[src/rtl/lru_perm_pkg.sv]
`timescale 1ns/1ps
package lru_perm_pkg;

  // Number of orderings of n ways (n factorial).
  function automatic int perm_total(input int n);
    int r;
    r = 1;
    for (int k = 2; k <= n; k++) r = r * k;
    return r;
  endfunction

endpackage

[src/rtl/lru_perm_decode.sv]
`timescale 1ns/1ps
// Turns a ranked permutation code into an ordered way list (index 0 = LRU).
module lru_perm_decode import lru_perm_pkg::*; #(
  parameter  int WAYS   = 4,
  localparam int WAY_W  = $clog2(WAYS),
  localparam int CODE_W = $clog2(perm_total(WAYS))
) (
  input  logic [CODE_W-1:0]           code_i,
  output logic [WAYS-1:0][WAY_W-1:0]  order_o,
  output logic                        bad_o
);
  localparam int NPERM = perm_total(WAYS);

  always_comb begin
    int rem;
    int digit;
    int fw;
    int seen;
    logic got;
    logic [WAYS-1:0] taken;
    order_o = '0;
    taken   = '0;
    rem     = int'(code_i);
    bad_o   = (rem >= NPERM);
    for (int i = 0; i < WAYS; i++) begin
      fw    = perm_total(WAYS - 1 - i);
      digit = rem / fw;
      rem   = rem % fw;
      seen  = 0;
      got   = 1'b0;
      // pick the digit-th way that is still free, counting upward
      for (int j = 0; j < WAYS; j++) begin
        if (!taken[j]) begin
          if (!got && seen == digit) begin
            order_o[i] = WAY_W'(j);
            taken[j]   = 1'b1;
            got        = 1'b1;
          end
          seen = seen + 1;
        end
      end
    end
    // unused codes act as the fully descending order
    if (bad_o) begin
      for (int i = 0; i < WAYS; i++) order_o[i] = WAY_W'(WAYS - 1 - i);
    end
  end

endmodule

[src/rtl/lru_perm_encode.sv]
`timescale 1ns/1ps
// Ranks an ordered way list lexicographically among all orderings.
module lru_perm_encode import lru_perm_pkg::*; #(
  parameter  int WAYS   = 4,
  localparam int WAY_W  = $clog2(WAYS),
  localparam int CODE_W = $clog2(perm_total(WAYS))
) (
  input  logic [WAYS-1:0][WAY_W-1:0] order_i,
  output logic [CODE_W-1:0]          code_o
);

  always_comb begin
    int acc;
    int smaller;
    acc = 0;
    for (int i = 0; i < WAYS; i++) begin
      smaller = 0;
      for (int j = i + 1; j < WAYS; j++) begin
        if (order_i[j] < order_i[i]) smaller = smaller + 1;
      end
      acc = acc + smaller * perm_total(WAYS - 1 - i);
    end
    code_o = CODE_W'(acc);
  end

endmodule

[src/rtl/lru_perm_promote.sv]
`timescale 1ns/1ps
// Moves the accessed way to the MRU end, keeping the others in order.
module lru_perm_promote #(
  parameter  int WAYS  = 4,
  localparam int WAY_W = $clog2(WAYS)
) (
  input  logic [WAYS-1:0][WAY_W-1:0] order_i,
  input  logic                       en_i,
  input  logic [WAY_W-1:0]           way_i,
  output logic [WAYS-1:0][WAY_W-1:0] order_o,
  output logic                       moved_o
);

  always_comb begin
    logic hit;
    int   pos;
    hit = 1'b0;
    pos = WAYS - 1;
    // a way index outside the list never matches, so it is ignored
    for (int i = 0; i < WAYS; i++) begin
      if (!hit && order_i[i] == way_i) begin
        hit = 1'b1;
        pos = i;
      end
    end
    hit = hit & en_i;
    for (int i = 0; i < WAYS - 1; i++) begin
      order_o[i] = (hit && i >= pos) ? order_i[i+1] : order_i[i];
    end
    order_o[WAYS-1] = hit ? way_i : order_i[WAYS-1];
    moved_o = hit;
  end

endmodule

[src/rtl/lru_victim_pick.sv]
`timescale 1ns/1ps
// Least recently used way at or above the lock floor.
module lru_victim_pick #(
  parameter  int WAYS  = 4,
  localparam int WAY_W = $clog2(WAYS)
) (
  input  logic [WAYS-1:0][WAY_W-1:0] order_i,
  input  logic                       bad_i,
  input  logic [WAY_W-1:0]           floor_i,
  output logic [WAY_W-1:0]           victim_o
);
  localparam logic [WAY_W-1:0] TOP = WAY_W'(WAYS - 1);
  localparam bit BAD_ZERO = (WAYS == 4);

  logic [WAY_W-1:0] lim;

  generate
    if (WAYS == (1 << WAY_W)) begin : g_full
      assign lim = floor_i;
    end else begin : g_clamp
      assign lim = (floor_i > TOP) ? TOP : floor_i;
    end
  endgenerate

  always_comb begin
    victim_o = TOP;
    for (int i = WAYS - 1; i >= 0; i--) begin
      if (order_i[i] >= lim) victim_o = order_i[i];
    end
    if (BAD_ZERO && bad_i) victim_o = '0;
  end

endmodule

[src/rtl/lru_perm_tracker.sv]
`timescale 1ns/1ps
module lru_perm_tracker import lru_perm_pkg::*; #(
  parameter  int WAYS   = 4,
  parameter  int SETS   = 16,
  localparam int WAY_W  = $clog2(WAYS),
  localparam int SET_W  = $clog2(SETS),
  localparam int CODE_W = $clog2(perm_total(WAYS))
) (
  input  logic              clk,
  input  logic              rst_n,
  input  logic [SET_W-1:0]  set_idx,
  input  logic              acc_en,
  input  logic [WAY_W-1:0]  acc_way,
  input  logic [WAY_W-1:0]  floor_way,
  output logic [WAY_W-1:0]  victim_way,
  output logic [CODE_W-1:0] cur_code
);

  logic [SETS-1:0][CODE_W-1:0]  code_all;
  logic [CODE_W-1:0]            code_rd;
  logic [CODE_W-1:0]            code_nx;
  logic [WAYS-1:0][WAY_W-1:0]   ord_now;
  logic [WAYS-1:0][WAY_W-1:0]   ord_nx;
  logic                         bad_code;
  logic                         wr_en;

  assign code_rd = code_all[set_idx];

  lru_perm_decode #(.WAYS(WAYS)) u_dec (
    .code_i  (code_rd),
    .order_o (ord_now),
    .bad_o   (bad_code)
  );

  lru_perm_promote #(.WAYS(WAYS)) u_pro (
    .order_i (ord_now),
    .en_i    (acc_en),
    .way_i   (acc_way),
    .order_o (ord_nx),
    .moved_o (wr_en)
  );

  lru_perm_encode #(.WAYS(WAYS)) u_enc (
    .order_i (ord_nx),
    .code_o  (code_nx)
  );

  lru_victim_pick #(.WAYS(WAYS)) u_vic (
    .order_i  (ord_now),
    .bad_i    (bad_code),
    .floor_i  (floor_way),
    .victim_o (victim_way)
  );

  generate
    for (genvar s = 0; s < SETS; s++) begin : g_set
      logic [CODE_W-1:0] q;
      always_ff @(posedge clk or negedge rst_n) begin
        if (!rst_n) begin
          q <= '0;
        end else if (wr_en && set_idx == SET_W'(s)) begin
          q <= code_nx;
        end
      end
      assign code_all[s] = q;
    end
  endgenerate

  assign cur_code = code_rd;

endmodule

[config.mk]
export PLATFORM = sky130hd
export DESIGN_NAME = lru_perm_tracker
export DESIGN_NICKNAME = d
export VERILOG_FILES = /design/src/rtl/lru_perm_pkg.sv /design/src/rtl/lru_perm_decode.sv /design/src/rtl/lru_perm_encode.sv /design/src/rtl/lru_perm_promote.sv /design/src/rtl/lru_victim_pick.sv /design/src/rtl/lru_perm_tracker.sv
export SDC_FILE = /design/constraint.sdc
export NUM_CORES = 1
export LEC_CHECK = 0
export ABC_AREA = 1
export BUFFER_PORTS_ARGS = -buffer_cell sky130_fd_sc_hd__buf_2
export CORE_UTILIZATION = 68
export DETAILED_ROUTE_END_ITERATION = 10
export PLACE_DENSITY = 0.9
export SLEW_MARGIN = 20
export SYNTH_ARGS = -nofsm -noshare
export SYNTH_HDL_FRONTEND = slang
export SYNTH_SLANG_ARGS = --single-unit
[constraint.sdc]
create_clock -name clk -period 14.9 [get_ports clk]
set_input_delay 0.745 -clock clk [delete_from_list [all_inputs] [get_ports clk]]
set_output_delay 0.745 -clock clk [all_outputs]
set_load 0.1 [all_outputs]
==> impl_metrics.prom, run 1 <==
# TYPE chip_impl_metric gauge
chip_impl_metric{name="cap_violations",unit=""} 0
chip_impl_metric{name="yosysSeqAreaShare",unit=""} 0.330
chip_impl_metric{name="cts_inserted_buffers",unit=""} 9
chip_impl_metric{name="gp_routability_congestion",unit=""} 0.982
chip_impl_metric{name="number_of_antenna_violations_at_the_first_check_in_global_routing",unit=""} 0
chip_impl_info{name="worst_r2r_endpoint",value="g_set[15].q[2]"} 1
chip_impl_metric{name="cts_buffer_depth",unit=""} 2
chip_impl_metric{name="worstMarginPinSlew",unit="ns"} 0.758
chip_impl_info{name="type_of_origin_of_the_critical_path",value="input pin"} 1
chip_impl_metric{name="post_cts_hold_buffer_count",unit=""} 0
chip_impl_metric{name="worst-r2r-cell-count",unit=""} 52
chip_impl_metric{name="postCtsSetupRepairBufs",unit=""} 0
chip_impl_metric{name="synth.lib_cells_used.distinct",unit=""} 44
chip_impl_metric{name="place.detailed.hpwl",unit="um"} 10800
chip_impl_info{name="synth.area.top_cells",value="dfrtp_1 (33%), nand2_1 (26%), ha_1 (6.4%)"} 1
chip_impl_info{name="tritoncts_clock_tree",value="done"} 1
chip_impl_metric{name="layout_worst_path_cycle_share",unit=""} 0.633
chip_impl_metric{name="grt_max_degree",unit=""} 81
chip_impl_metric{name="avg_inst_size_synth",unit="um2"} 6.85
chip_impl_info{name="rsz0062_at_grt",value="false"} 1
chip_impl_info{name="synth_ff_type",value="dfrtp_1"} 1
chip_impl_metric{name="die_x",unit="um"} 96.4
chip_impl_info{name="critPathKind",value="in2reg"} 1
chip_impl_metric{name="area_fraction_in_compound_gates_after_synthesis",unit=""} 0.0696
chip_impl_metric{name="largest_driver_fanout_on_the_critical_path",unit=""} 32
chip_impl_metric{name="synth.top_cell.area_share",unit=""} 0.330
chip_impl_metric{name="clk-insertion-delay-late",unit="ns"} 0.36
chip_impl_metric{name="cp.required",unit="ns"} 15.20
chip_impl_metric{name="cts.sink_count",unit=""} 80
chip_impl_metric{name="cts_max_level",unit=""} 3
chip_impl_metric{name="arrival",unit="ns"} 9.74
chip_impl_metric{name="synth-seq-cells",unit=""} 80
chip_impl_metric{name="timing.max_slew.rel_slack",unit=""} 0.495
chip_impl_metric{name="yosysWarningCount",unit=""} 0
chip_impl_metric{name="detail_route.vias_per_cell",unit=""} 5.69
chip_impl_info{name="worst_path_max_delay_cell",value="nand2_4"} 1
chip_impl_metric{name="synth-adder-area-share",unit=""} 0.0706
chip_impl_metric{name="firstDrtPassIters",unit=""} 7
chip_impl_info{name="max_flop_register",value="g_set.q"} 1
chip_impl_info{name="status",value="finished clean"} 1
chip_impl_info{name="synth_top_cell_by_area",value="dfrtp_1"} 1
chip_impl_metric{name="grtUsageTotal",unit=""} 0.336
chip_impl_metric{name="ioPinCount",unit=""} 18
chip_impl_info{name="worst_r2r_startpoint",value="g_set[1].q[4]"} 1
chip_impl_metric{name="dieArea",unit="um2"} 9300
chip_impl_info{name="min-delay-path-class",value="in2async"} 1
chip_impl_metric{name="tns",unit="ns"} 0
chip_impl_metric{name="post_cts_resized",unit=""} 0
chip_impl_metric{name="start_util",unit=""} 0.699
chip_impl_metric{name="crit_buf_inv",unit=""} 11
chip_impl_metric{name="grt_first_pass_wirelength",unit="um"} 23700
chip_impl_metric{name="wirelength",unit="um"} 14800
chip_impl_info{name="cts_root_buf",value="clkbuf_8"} 1
chip_impl_info{name="critical-path-top-delay-family",value="simple AND/OR/NAND/NOR gates"} 1
chip_impl_info{name="final_common_cell",value="nand2_1"} 1
chip_impl_metric{name="core_area",unit="um2"} 8680
chip_impl_info{name="most_numerous_cell_on_the_critical_path",value="nand2_1"} 1
chip_impl_metric{name="flip_flop_count_of_the_largest_register_all_copies_and_words_added",unit=""} 80
chip_impl_metric{name="timing.critical_path.slowest_cell_delay",unit="ns"} 0.52
chip_impl_metric{name="share_of_final_layout_standard_cells_stronger_than_drive_strength_1",unit=""} 0.122
chip_impl_metric{name="flow.area_growth_from_synthesis",unit="%"} 4.36
chip_impl_metric{name="fin_worst_skew",unit="ns"} 0.0108
chip_impl_metric{name="core.rowCount",unit=""} 34
chip_impl_metric{name="drtIter0Drc",unit=""} 541
chip_impl_metric{name="path_clk_slew",unit="ns"} 0.08
chip_impl_metric{name="synth_fp_nets",unit=""} 929
chip_impl_metric{name="drtAntennaViolNets",unit=""} 0
chip_impl_metric{name="post_synth_xor_area_fraction",unit=""} 0.0114
chip_impl_metric{name="finalSetupViolCount",unit=""} 0
chip_impl_info{name="worst_setup_path_end_kind",value="flop"} 1
chip_impl_metric{name="antenna-diode-count",unit=""} 0
chip_impl_metric{name="grt_overflow_total",unit=""} 0
chip_impl_metric{name="postSynth.asyncResetShare",unit=""} 1.00
chip_impl_metric{name="simple_gate_portion_of_the_synthesized_area",unit=""} 0.419
chip_impl_info{name="synth_top_family_by_area",value="simple AND/OR/NAND/NOR gates"} 1
chip_impl_metric{name="finalCriticalPeriod",unit="ns"} 9.44
chip_impl_metric{name="synth_cells",unit=""} 885
chip_impl_metric{name="drt_drc_violations_left",unit=""} 0
chip_impl_metric{name="avgRoutedWirePerCell",unit="um"} 14.7
chip_impl_metric{name="buffer_ports.inserted",unit=""} 17
chip_impl_metric{name="grt_pass1_vias",unit=""} 5192
chip_impl_info{name="layout_common_cells",value="nand2_1 (418), inv_1 (90), dfrtp_1 (80), nor2_1 (46), nand3_1 (39)"} 1
chip_impl_metric{name="synthMuxAreaShare",unit=""} 0
chip_impl_info{name="reg_top3",value="g_set.q: 80 flops"} 1
chip_impl_metric{name="timing.final.max_slew_violations",unit=""} 0
chip_impl_metric{name="number_of_enable_flip_flop_cells_after_synthesis",unit=""} 0
chip_impl_metric{name="detailroute.via_count",unit=""} 5739
chip_impl_metric{name="die-height",unit="um"} 96.4
chip_impl_metric{name="finalNetCount",unit=""} 940
chip_impl_metric{name="timing.critical_path.depth",unit=""} 54
chip_impl_metric{name="final_hold_vio_count",unit=""} 0
chip_impl_metric{name="r2r_setup_slack",unit="ns"} 6.30
chip_impl_metric{name="syn_area",unit="um2"} 6060
chip_impl_metric{name="max_freq",unit="MHz"} 106
## through the flow
stage	instance area, um2	setup slack (ns)	utilization	std cells	hold slack (ns)
2_1_floorplan	6060	6.28	-	885	0.442
3_3_place_gp	6130	5.62	0.707	993	0.456
3_5_place_dp	6130	5.25	0.707	993	0.463
4_1_cts	6320	5.58	0.729	1009	0.482
5_1_grt	6330	4.67	0.729	1009	0.456
6_report	6330	5.46	0.729	1009	0.413
## routing by layer
| layer | vias to the layer above | track usage | wire (um) |
|---|---|---|---|
| li1 | 2758 | - | - |
| met1 | 2651 | 0.460 | 6320 |
| met2 | 282 | 0.516 | 6800 |
| met3 | 48 | 0.0728 | 1230 |
| met4 | 0 | 0.140 | 471 |
| met5 | - | 0 | 0 |
## area by class of cell
class | count | area, um2
Sequential cell | 80 | 2000
Inverter | 114 | 437
Clock buffer | 10 | 128
Timing Repair Buffer | 19 | 106
Fill cell | 682 | 2350
Tap cell | 108 | 135
Multi-Input combinational cell | 672 | 3460
Clock inverter | 6 | 60.1
## synth_stat cells (2+ instances only)
| cell type | count |
|---|---|
| a21oi_1 | 11 |
| a22oi_1 | 16 |
| a31oi_1 | 2 |
| and3_1 | 2 |
| buf_2 | 4 |
| buf_4 | 4 |
| buf_6 | 5 |
| clkbuf_1 | 3 |
| clkbuf_8 | 2 |
| clkinv_2 | 5 |
| dfrtp_1 | 80 |
| fa_1 | 2 |
| ha_1 | 31 |
| inv_1 | 90 |
| inv_2 | 18 |
| nand2_1 | 418 |
| nand2_2 | 13 |
| nand2_4 | 4 |
| nand3_1 | 39 |
| nand3_2 | 6 |
| nand3_4 | 2 |
| nand4_1 | 9 |
| nand4_2 | 2 |
| nor2_1 | 46 |
| nor2_2 | 9 |
| nor2_4 | 3 |
| nor2_8 | 9 |
| nor3_1 | 2 |
| o21a_1 | 2 |
| o21ai_0 | 21 |
| o21ai_1 | 7 |
| o21ai_2 | 2 |
| xnor2_1 | 3 |
| xor2_1 | 3 |
## how the worst max path moves through the flow
stage,startpoint,endpoint,slack [ns]
6_report,set_idx[0],g_set[15].q[2],5.46
2_1_floorplan,set_idx[1],g_set[0].q[3],6.28
5_1_grt,set_idx[0],g_set[14].q[2],4.67
3_3_place_gp,set_idx[0],g_set[3].q[2],5.62
4_1_cts,set_idx[0],g_set[15].q[2],5.58
3_5_place_dp,set_idx[0],g_set[15].q[2],5.25
## cells by family after synthesis
family | after synthesis
simple gates | 565
compound gates | 67
flops | 80
buf+inv | 133
fa+ha+maj | 33
xor+xnor | 7
Power of run 1 is left out: the tool's default activity adds up to more than one toggle a clock period on the data nets, which glitch-free logic cannot reach.
==> inputs of run 2 (changes only) <==
--- a/config.mk
+++ b/config.mk
@@ -7,9 +7,9 @@
 export LEC_CHECK = 0
 export ABC_AREA = 1
 export BUFFER_PORTS_ARGS = -buffer_cell sky130_fd_sc_hd__buf_2
-export CORE_UTILIZATION = 68
+export CORE_UTILIZATION = 57
 export DETAILED_ROUTE_END_ITERATION = 10
-export PLACE_DENSITY = 0.9
+export PLACE_DENSITY = 0.81
 export SLEW_MARGIN = 20
 export SYNTH_ARGS = -nofsm -noshare
 export SYNTH_HDL_FRONTEND = slang
==> constraint.sdc (replaced) <==
create_clock -name clk -period 8.4 [get_ports clk]
set_input_delay 0.42 -clock clk [delete_from_list [all_inputs] [get_ports clk]]
set_output_delay 0.42 -clock clk [all_outputs]
set_load 0.1 [all_outputs]
==> impl_metrics.prom, run 2 (same netlist as run 1, synthesis figures left out) <==
# TYPE chip_impl_metric gauge
chip_impl_info{name="status",value="finished clean"} 1
chip_impl_metric{name="arrival",unit="ns"} 8.02
chip_impl_metric{name="layout_worst_path_cycle_share",unit=""} 0.924
chip_impl_metric{name="cts_buffer_depth",unit=""} 2
chip_impl_metric{name="finalSetupViolCount",unit=""} 0
chip_impl_metric{name="place.detailed.hpwl",unit="um"} 10500
chip_impl_metric{name="grtUsageTotal",unit=""} 0.279
chip_impl_info{name="final_common_cell",value="nand2_1"} 1
chip_impl_metric{name="finalNetCount",unit=""} 950
chip_impl_metric{name="timing.max_slew.rel_slack",unit=""} 0.471
chip_impl_metric{name="pre_cts_ws",unit="ns"} -0.107
chip_impl_metric{name="antenna-diode-count",unit=""} 0
chip_impl_metric{name="drt_drc_violations_left",unit=""} 0
chip_impl_metric{name="final_critical_path_setup_slack",unit="ns"} 0.637
chip_impl_metric{name="cap_violations",unit=""} 0
chip_impl_metric{name="firstDrtPassIters",unit=""} 5
chip_impl_metric{name="finalCriticalPeriod",unit="ns"} 7.76
chip_impl_metric{name="layout.filler_cells",unit=""} 947
chip_impl_metric{name="final_area",unit="um2"} 6510
chip_impl_metric{name="dieArea",unit="um2"} 11100
chip_impl_metric{name="fin_worst_skew",unit="ns"} 0.00892
chip_impl_metric{name="flip_flop_count_of_the_largest_register_all_copies_and_words_added",unit=""} 80
chip_impl_info{name="layout_common_cells",value="nand2_1 (418), inv_1 (88), dfrtp_1 (80), nor2_1 (45), nand3_1 (39)"} 1
chip_impl_metric{name="drtIter0Drc",unit=""} 406
chip_impl_metric{name="path_clk_slew",unit="ns"} 0.09
chip_impl_metric{name="core_area",unit="um2"} 10300
chip_impl_metric{name="die_x",unit="um"} 105
chip_impl_metric{name="timing.critical_path.slowest_cell_delay",unit="ns"} 0.60
chip_impl_metric{name="die-height",unit="um"} 105
chip_impl_info{name="critical-path-top-delay-family",value="simple AND/OR/NAND/NOR gates"} 1
chip_impl_info{name="max_flop_register",value="g_set.q"} 1
chip_impl_metric{name="share_of_final_layout_standard_cells_stronger_than_drive_strength_1",unit=""} 0.138
chip_impl_metric{name="drtAntennaViolNets",unit=""} 0
chip_impl_metric{name="max_freq",unit="MHz"} 129
chip_impl_metric{name="placed_cells",unit=""} 1026
chip_impl_info{name="tritoncts_clock_tree",value="done"} 1
chip_impl_metric{name="grt_first_pass_wirelength",unit="um"} 24600
chip_impl_metric{name="gp_routability_congestion",unit=""} 0.927
chip_impl_metric{name="cts_inserted_buffers",unit=""} 9
chip_impl_info{name="reg_top3",value="g_set.q: 80 flops"} 1
chip_impl_metric{name="final_hold_vio_count",unit=""} 0
chip_impl_metric{name="start_util",unit=""} 0.587
chip_impl_metric{name="core.rowCount",unit=""} 37
chip_impl_metric{name="ioPinCount",unit=""} 18
chip_impl_metric{name="clk-insertion-delay-late",unit="ns"} 0.36
chip_impl_info{name="worst_path_max_delay_cell",value="fa_1"} 1
chip_impl_metric{name="detail_route.vias_per_cell",unit=""} 5.27
chip_impl_metric{name="flow.area_growth_from_synthesis",unit="%"} 7.39
chip_impl_info{name="cts_root_buf",value="clkbuf_8"} 1
chip_impl_metric{name="wirelength",unit="um"} 14500
chip_impl_metric{name="worst-r2r-cell-count",unit=""} 52
chip_impl_metric{name="timing.final.max_slew_violations",unit=""} 0
chip_impl_metric{name="grt_pass1_vias",unit=""} 5138
chip_impl_metric{name="cts.sink_count",unit=""} 80
chip_impl_metric{name="cp.required",unit="ns"} 8.65
chip_impl_metric{name="crit_buf_inv",unit=""} 9
chip_impl_info{name="min-delay-path-class",value="in2async"} 1
chip_impl_metric{name="detailroute.via_count",unit=""} 5521
chip_impl_info{name="type_of_origin_of_the_critical_path",value="flop"} 1
chip_impl_metric{name="avgRoutedWirePerCell",unit="um"} 13.9
chip_impl_info{name="worst_r2r_startpoint",value="g_set[8].q[3]"} 1
chip_impl_metric{name="grt_max_degree",unit=""} 81
chip_impl_metric{name="post_layout_nonfiller_instances",unit=""} 1047
chip_impl_info{name="most_numerous_cell_on_the_critical_path",value="nand2_1"} 1
chip_impl_metric{name="number_of_antenna_violations_at_the_first_check_in_global_routing",unit=""} 0
chip_impl_info{name="worst_r2r_endpoint",value="g_set[0].q[2]"} 1
chip_impl_metric{name="r2r_setup_slack",unit="ns"} 0.64
chip_impl_metric{name="buffer_ports.inserted",unit=""} 17
chip_impl_info{name="worst_setup_path_end_kind",value="flop"} 1
chip_impl_metric{name="largest_driver_fanout_on_the_critical_path",unit=""} 15
chip_impl_metric{name="cts_max_level",unit=""} 3
chip_impl_metric{name="detailed_place.area",unit="um2"} 6220
chip_impl_info{name="critPathKind",value="reg2reg"} 1
chip_impl_metric{name="final.hold.worst_slack",unit="ns"} 0.0130
chip_impl_metric{name="worstMarginPinSlew",unit="ns"} 0.794
chip_impl_metric{name="grt_overflow_total",unit=""} 0
-- run 2: per-layer routing --
| layer | track usage | part of all wire | up-vias |
|---|---|---|---|
| li1 | - | - | 2783 |
| met1 | 0.389 | 0.47 | 2560 |
| met2 | 0.456 | 0.46 | 161 |
| met3 | 0.0480 | 0.056 | 17 |
| met4 | 0.0604 | 0.013 | 0 |
| met5 | 0 | 0 | - |
-- run 2: how the worst max path moves through the flow --
stage             startpoint       endpoint  slack (ns)  cells past startpoint
3_3_place_gp      set_idx[1]  g_set[6].q[2]        0.15                     47
6_report       g_set[8].q[3]  g_set[0].q[2]        0.64                     52
5_1_grt           set_idx[0]  g_set[7].q[2]       -0.07                     54
3_5_place_dp      set_idx[1]  g_set[6].q[2]       -0.11                     51
4_1_cts           set_idx[1]  g_set[0].q[2]        0.24                     51
2_1_floorplan     set_idx[1]  g_set[0].q[3]        0.10                     53
-- run 2: worst reg2reg max path, delay by kind of cell (launching register included) --
family / cells / cell delay [ns]
adders and majority gates: 9 / 2.94
DFF: 1 / 0.41
xor gates and xnor gates: 1 / 0.17
and+or+nand+nor: 30 / 2.97
AOI/OAI and AO/OA: 3 / 0.36
buffers and inverters: 9 / 0.77
-- run 2: stage by stage --
stage                     TNS (ns)  utilization
after floorplan                  0            -
after global placement           0        0.602
after detailed placement     -1.32        0.602
after CTS                        0        0.620
after global routing        -0.723        0.631
final                            0        0.631
-- run 2: layout make-up --
class / instances / area, um2 / share of cell area
Timing Repair Buffer: 29 / 221 / 0.0340
Multi-Input combinational cell: 672 / 3490 / 0.535
Tap cell: 136 / 170 / 0.0261
Inverter: 114 / 449 / 0.0690
Clock buffer: 11 / 141 / 0.0217
Sequential cell: 80 / 2000 / 0.308
Clock inverter: 5 / 40.0 / 0.00615
-- run 2: timing repair --
item | 4_1_cts | 5_1_grt
setup buffers | 0 | 4
hold buffers | 0 | 0
gates resized for setup | 0 | 16
setup endpoints to repair | 0 | 64
Power of run 2 is left out for the same reason.
